[src/rtl/ivr_pkg.sv]
package ivr_pkg;
  typedef struct packed {
    logic setEn;
    logic clrEn;
  } ivr_strobe_t;
endpackage

[src/rtl/ivr_ctrl.sv]
module ivr_ctrl
  import ivr_pkg::*;
(
  input  logic        postValid,
  input  logic        takeRd,
  input  logic        anyPend,
  input  logic        intEn,
  output ivr_strobe_t strb,
  output logic        irqReq
);
  // Clearing needs something pending; an empty take is a no-op
  always_comb begin
    strb.setEn = postValid;
    strb.clrEn = takeRd & anyPend;
    irqReq     = intEn & anyPend;
  end
endmodule

[src/rtl/ivr_datapath.sv]
module ivr_datapath
  import ivr_pkg::*;
#(
  parameter int NUM_VEC = 64,
  localparam int VEC_W  = $clog2(NUM_VEC)
) (
  input  logic               clk,
  input  logic               rstN,
  input  ivr_strobe_t        strb,
  input  logic [VEC_W-1:0]   setIdx,
  output logic [VEC_W-1:0]   topIdx,
  output logic [NUM_VEC-1:0] pend,
  output logic               anyPend
);
  logic [NUM_VEC-1:0] setMask;
  logic [NUM_VEC-1:0] clrMask;

  // Priority scan: the last hit wins, so the highest index is kept
  always_comb begin
    topIdx = '0;
    for (int i = 0; i < NUM_VEC; i++) begin
      if (pend[i]) topIdx = VEC_W'(i);
    end
  end

  assign anyPend = |pend;

  // One flop per vector; the set term is ORed in after the clear term
  for (genvar g = 0; g < NUM_VEC; g++) begin : g_bit
    assign setMask[g] = strb.setEn && (setIdx == VEC_W'(g));
    assign clrMask[g] = strb.clrEn && (topIdx == VEC_W'(g));
    always_ff @(posedge clk or negedge rstN) begin
      if (!rstN) pend[g] <= 1'b0;
      else       pend[g] <= (pend[g] & ~clrMask[g]) | setMask[g];
    end
  end

  p_post_sets_r1: assert property (@(posedge clk) disable iff (!rstN)
    strb.setEn |=> pend[$past(setIdx)]);
  p_no_spurious_r1: assert property (@(posedge clk) disable iff (!rstN)
    !strb.setEn |=> (pend & ~$past(pend)) == '0);
  p_take_clears_r4: assert property (@(posedge clk) disable iff (!rstN)
    (strb.clrEn && !(strb.setEn && setIdx == topIdx)) |=> !pend[$past(topIdx)]);
  p_set_wins_r7: assert property (@(posedge clk) disable iff (!rstN)
    (strb.clrEn && strb.setEn && setIdx == topIdx) |=> pend[$past(topIdx)]);
  p_top_is_pending_r3: assert property (@(posedge clk) disable iff (!rstN)
    anyPend |-> pend[topIdx]);
endmodule

[src/rtl/ivr_unit.sv]
module ivr_unit
  import ivr_pkg::*;
#(
  parameter int NUM_VEC = 64,
  localparam int VEC_W  = $clog2(NUM_VEC)
) (
  input  logic               clk,
  input  logic               rst_n,
  input  logic               post_valid,
  input  logic [VEC_W-1:0]   post_vec,
  input  logic               take_rd,
  input  logic               int_en,
  output logic [VEC_W-1:0]   take_vec,
  output logic [NUM_VEC-1:0] pend_bitmap,
  output logic               irq
);
  ivr_strobe_t strb;
  logic        anyPend;

  ivr_ctrl u_ctrl (
    .postValid(post_valid),
    .takeRd   (take_rd),
    .anyPend  (anyPend),
    .intEn    (int_en),
    .strb     (strb),
    .irqReq   (irq)
  );

  ivr_datapath #(.NUM_VEC(NUM_VEC)) u_dp (
    .clk    (clk),
    .rstN   (rst_n),
    .strb   (strb),
    .setIdx (post_vec),
    .topIdx (take_vec),
    .pend   (pend_bitmap),
    .anyPend(anyPend)
  );

  p_irq_gated_r2: assert property (@(posedge clk) disable iff (!rst_n)
    !int_en |-> !irq);
  p_irq_falls_r6: assert property (@(posedge clk) disable iff (!rst_n)
    (int_en && $past(int_en) && $fell(|pend_bitmap)) |-> !irq);
  p_empty_take_r8: assert property (@(posedge clk) disable iff (!rst_n)
    (take_rd && !post_valid && pend_bitmap == '0) |=> pend_bitmap == '0);
  p_hold_idle_r5: assert property (@(posedge clk) disable iff (!rst_n)
    (!take_rd && !post_valid) |=> $stable(pend_bitmap));
endmodule

[config.mk]
export PLATFORM = sky130hd
export DESIGN_NAME = ivr_unit
export DESIGN_NICKNAME = d
export VERILOG_FILES = /design/src/rtl/ivr_pkg.sv /design/src/rtl/ivr_ctrl.sv /design/src/rtl/ivr_datapath.sv /design/src/rtl/ivr_unit.sv
export SDC_FILE = /design/constraint.sdc
export NUM_CORES = 1
export LEC_CHECK = 0
export BUFFER_PORTS_ARGS = -buffer_cell sky130_fd_sc_hd__buf_2
export CAP_MARGIN = 15
export CELL_PAD_IN_SITES_DETAIL_PLACEMENT = 0
export CELL_PAD_IN_SITES_GLOBAL_PLACEMENT = 1
export CORE_MARGIN = 1
export CORE_UTILIZATION = 30
export CTS_BUF_LIST = sky130_fd_sc_hd__clkbuf_4 sky130_fd_sc_hd__clkbuf_8
export DETAILED_ROUTE_END_ITERATION = 10
export MAX_ROUTING_LAYER = met4
export PLACE_DENSITY_LB_ADDON = 0.1
export SKIP_CTS_REPAIR_TIMING = 1
export SLEW_MARGIN = 10
export SYNTH_ARGS = -nofsm -noshare
export SYNTH_HDL_FRONTEND = slang
export SYNTH_SLANG_ARGS = --single-unit
[constraint.sdc]
create_clock -name clk -period 2.4 [get_ports clk]
set_input_delay 0.24 -clock clk [delete_from_list [all_inputs] [get_ports clk]]
set_output_delay 0.24 -clock clk [all_outputs]
set_load 0.01 [all_outputs]
# Yosys cells after proc, flatten, opt, wreduce, memory -nomap -nowiden
# Index checks and enable logic that the tools add are counted.
[word_totals] ff_bits=64 elab_cells=578
[classes] n_eq_ne=126 n_mux=63 bitwise_logic=194 reduce_logical=131
[ops] operator="== test 6 bit, second input constant" count=64
[ops] operator="2-to-1 mux 6 bit" count=62
[ops] operator="== test 6 x 5 -> 1 bit, second input constant" count=32
[ops] operator="logical AND 1 bit" count=128
[ops] operator="== test 6 x 4 -> 1 bit, second input constant" count=16
[ops] operator="AND 1 bit" count=66
[ops] operator="inverter 1 bit" count=64
[ops] operator="bitwise OR 1 bit" count=64
[ops] operator="OR reduction 64 bit" count=1
[ops] operator="== test 6 x 3 -> 1 bit, second input constant" count=8
[ops] operator="== test 6 x 2 -> 1 bit, second input constant" count=4
[ops] operator="== test 6 x 1 -> 1 bit, second input constant" count=2
[ops] operator="logical NOT 6 bit" count=2
[ops] operator="2-to-1 mux 1 bit" count=1

# Depth between registers and ports, before layout
[logic_depth] ltp_word=68 depth_mapped=9 ltp_nobuf=8

# By module
# Synthesis repeated with hierarchy kept, for this count alone.
[unflattened] hier_cells=485 hier_area_um2=4081.4
[modules_own_cells] module="ivr_datapath" n_inst=1 cells_each=482 area_per_inst_um2=4061.4 seq_area_each_um2=1601.5
[modules_own_cells] module="ivr_ctrl" n_inst=1 cells_each=3 area_per_inst_um2=20.0 seq_area_each_um2=0.0

# Worst setup path after synthesis
# No wires, ideal clock.
[synth_timing] path_kind="register to register" from="register u_dp.pend[16]" to="register u_dp.pend[26]" setup_ps=118 arrival_time_ps=2308 path_slack_ps=-26 path_stages_with_launch=10 period_less_slack_ps=2426 path_cell_list="dfrtp_1 > or4_1 > a211o_1 > a221o_1 > and2_1 > buf_6 > clkinv_2 > and3_2 > o22ai_1 > a21o_1"
[synth_via] elab_chain_cells=53
[synth_rtl] element="start: declaration" line_no="ivr_datapath.sv:12" text="output logic [NUM_VEC-1:0] pend,"
[synth_rtl] element="start signal: indexed assignment" line_no="ivr_datapath.sv:34" text="else pend[g] <= (pend[g] & ~clrMask[g]) | setMask[g];"
[synth_rtl] element="2-to-1 mux 6 bit (48 in series)" line_no="ivr_datapath.sv:22" text="if (pend[i]) topIdx = VEC_W'(i);"
[synth_rtl] element="via take_vec[3]" line_no="ivr_unit.sv:13" text="output logic [VEC_W-1:0] take_vec,"
[synth_rtl] element="== test 6 x 5 -> 1 bit" line_no="ivr_datapath.sv:31" text="assign clrMask[g] = strb.clrEn && (topIdx == VEC_W'(g));"
[synth_rtl] element="logical AND 1 bit" line_no="ivr_datapath.sv:31"
[synth_rtl] element="inverter 1 bit" line_no="ivr_datapath.sv:34"
[synth_rtl] element="AND 1 bit" line_no="ivr_datapath.sv:34"
[synth_rtl] element="bitwise OR 1 bit" line_no="ivr_datapath.sv:34"
# The timed path passes the listed nets, and every way through them passes these cells.

# Worst setup path after layout
[layout_timing] from="register u_dp.pend[23]" to="output port take_vec[3]"
[layout_via] elab_chain_cells=41
[layout_rtl] element="2-to-1 mux 6 bit (41 in series)" line_no="ivr_datapath.sv:22"
[layout_rtl] element="end: declaration" line_no="ivr_unit.sv:13"
# Every way passes these cells.

==> impl_metrics.json <==
{
  "ys_ff_latch": 64,
  "cp_common_cell": "buf_6",
  "grt_max_degree": 26,
  "status": "complete, but fails checks",
  "pre_cts_ws_ns": -0.310,
  "dp_cells": 798,
  "power_switching_mw": 1.46,
  "htree_num_levels": 3,
  "cp.arrival_ns": 2.44,
  "holdCritPathClass": "primary input to flip-flop",
  "synth_cell_type_count": 57,
  "cp.buffers_inverters": 3,
  "wl_met2_um": 8170,
  "path_cells": "or4_4 > a211o_1 > a221o_1 > and2_4 > clkinv_4 > buf_6 > buf_6",
  "drtIter0Drc": 223,
  "slew-limit-headroom": 0.443,
  "top_regs": "u_dp.pend: 64 flops",
  "routed_wl_um": 17300,
  "slowest_stage": "or4_4",
  "fin_nets": 662,
  "start_util": 0.308,
  "antenna_cells": 0,
  "cpPeakStageDelay_ns": 0.57,
  "synth_area_mm2": 0.00389,
  "clockBufferDepth": 2,
  "cts_made_buffers": 9,
  "stdcell_count": 828,
  "synth_top_family_by_area": "compound AO/OA/AOI/OAI gates",
  "drc": 0,
  "io_buffers": 81,
  "pwr-share-seq": 0.330,
  "endpoint_kind": "primary output",
  "pwr-share-comb": 0.435,
  "synth-edff-count": 0,
  "final-hold-violation-count": 0,
  "p_int_mw": 2.33,
  "wl_per_cell_um": 20.9,
  "clockPowerShare": 0.236,
  "muxShareOfSynthArea": 0,
  "ys_seq_area_frac": 0.412,
  "gp_congestion": 0.907,
  "start_kind": "flip-flop",
  "synthXorXnorAreaFrac": 0,
  "synthAdderAreaFrac": 0,
  "skew_ns": 0.0102,
  "design.core.area_mm2": 0.0126,
  "regMostFlops": "u_dp.pend",
  "syn_to_final_growth_pct": 55.3,
  "drt-pass1-iter-count": 5,
  "antenna_left": 0,
  "synthArstFlopShare": 1.00,
  "ir_drop_v": 0.000236,
  "synth_fp_nets": 466,
  "clkLatencyLatePin_ns": 0.35,
  "powerDensity_mw_per_mm2": 628,
  "switching_share": 0.386,
  "cts_sinks": 64,
  "whs_ns": 0.259,
  "setup_viol": 48,
  "grt_pass1_wl_um": 25200,
  "viasPerCell": 5.53,
  "io_pins": 82,
  "cap_viol_max_count": 0,
  "cts.clk_slew.worst_paths_ns": 0.08,
  "max_freq_mhz": 373,
  "grt_usage": 0.268,
  "leakagePower_nw": 2.54,
  "antenna_found_initial": 0,
  "final_max_slew_viol_count": 0,
  "ys.flop_type": "dfrtp_1",
  "worst-endpoint-required_ns": 2.16,
  "dp_hpwl_um": 13000,
  "synthSimpleGateAreaFrac": 0.242,
  "rows": 41,
  "synth_warnings": 0,
  "cts_tree": "yes",
  "violations": "negative setup slack",
  "highest_layer": "met4",
  "setup_ws_ns": -0.284,
  "drt-met1-wl_um": 7260,
  "synth_compound_area_frac": 0.293,
  "largest_reg_flops": 64,
  "clockRootBuffer": "clkbuf_8",
  "die_h_um": 116,
  "crit_fanout": 4,
  "synth_area_per_cell_um2": 8.55,
  "syn_inst": 455,
  "via_count": 4578,
  "grt_overflow": 0,
  "fin_crit_ns": 2.68,
  "fp.dieW_um": 116,
  "rsz0062_at_grt": "true",
  "drive_gt1_frac": 0.447,
  "wl_met3_um": 962,
  "dieArea_mm2": 0.0134,
  "critPathTopFamily": "simple AND/OR/NAND/NOR gates",
  "period_share": 1.12,
  "grt_pass1_vias": 4241,
  "worst_pin_slew_ns": 0.833,
  "worst-setup-path-type": "flip-flop to primary output"
}
layer usage:
metal / global-route usage / vias up
met1: 0.331 / 2250
met3: 0.0413 / 38
met4: 0.123 / 0
li1: - / 2128
met5: - / -
met2: 0.430 / 162
cells by family after synthesis:
kind of cell / count (synthesis)
and+or+nand+nor: 181
buffers and inverters: 50
AOI/OAI and AO/OA: 160
DFF: 64
synthesized netlist by cell type, drive strengths merged, types with 3 or more instances:
library cell	number	area [um2]
clkbuf	5	18.8
nor2b	6	37.5
nand2	45	169
or4	7	56.3
o311ai	3	26.3
nand4	7	43.8
a21oi	30	161
o211a	3	30.0
inv	40	150
o2bb2ai	20	175
and3	6	38.8
a21o	20	150
and2	4	25.0
o21a	4	30.0
dfrtp	64	1600
a211oi	3	22.5
and4	3	26.3
o2111ai	5	43.8
o221ai	17	168
buf	4	32.5
or3	3	18.8
o22ai	3	18.8
nor2	36	135
nand3	20	105
nand2b	5	31.3
nor3	10	50.1
nor4	19	119
o21ai	39	199
cell type report:
class                      instances  area (um2)
tap                              172         215
multi-input combinational        341        2510
clock inverter                     3        17.5
inverter                          41         161
fill                            1310        6580
sequential                        64        1610
clock buffer                      13         166
timing repair buffer             194        1360
final timing paths:
check / start / endpoint / slack, ns / depth (start not counted)
min in group asynchronous: rst_n / u_dp.pend[38] / 0.45 / 2
worst min-delay path: take_rd / u_dp.pend[60] / 0.26 / 3
max in group asynchronous: rst_n / u_dp.pend[56] / 1.19 / 4
worst max-delay path: u_dp.pend[23] / take_vec[3] / -0.28 / 7
worst max register to register: u_dp.pend[23] / u_dp.pend[25] / -0.25 / 9
worst min register to register: u_dp.pend[16] / u_dp.pend[16] / 0.58 / 1
through the flow:
stage	setup TNS (ns)	utilization	power (mW)	instance area (um2)
global route	-9.10	0.478	3.97	6040
detailed placement	-9.76	0.417	2.52	5260
global placement	-8.96	0.417	2.52	5260
floorplan	-0.0886	-	1.79	3910
finish	-5.93	0.478	3.79	6040
CTS	-11.87	0.431	3.42	5440
power groups by stage:
stage,clock network (mW),registers [mW],logic (mW)
6_report,0.894,1.25,1.65
4_1_cts,0.911,1.24,1.27
3_3_place_gp,0,1.26,1.26
3_5_place_dp,0,1.26,1.26
5_1_grt,0.963,1.26,1.74
2_1_floorplan,0,1.32,0.473
layout by cell type, fill, tap and decap left out, types with 4 or more instances in the layout:
| cell | count |
|---|---|
| o221ai_1 | 7 |
| clkbuf_8 | 11 |
| and3_1 | 4 |
| buf_6 | 12 |
| nand3_2 | 5 |
| nor2b_1 | 6 |
| buf_4 | 98 |
| or4_4 | 4 |
| inv_1 | 38 |
| buf_2 | 78 |
| nand4_1 | 7 |
| o221ai_2 | 10 |
| nor2_1 | 35 |
| a21oi_1 | 28 |
| dfrtp_1 | 58 |
| nor4_2 | 5 |
| nor4_1 | 11 |
| nand3_1 | 10 |
| o21ai_2 | 8 |
| a21o_1 | 20 |
| nand2_1 | 42 |
| o21ai_0 | 19 |
| o2bb2ai_1 | 19 |
| nor3_1 | 8 |
| nand3_4 | 5 |
| nand2b_1 | 4 |
| o2111ai_1 | 4 |
| o21ai_1 | 9 |
| dfrtp_2 | 6 |
worst min-delay path, delay by kind of cell:
| kind | cells | cell delay (ns) |
|---|---|---|
| buf+inv | 1 | 0.15 |
| simple gates | 1 | 0.08 |
| compound gates | 1 | 0.10 |
No activity file was read; power rests on OpenSTA's default activity.
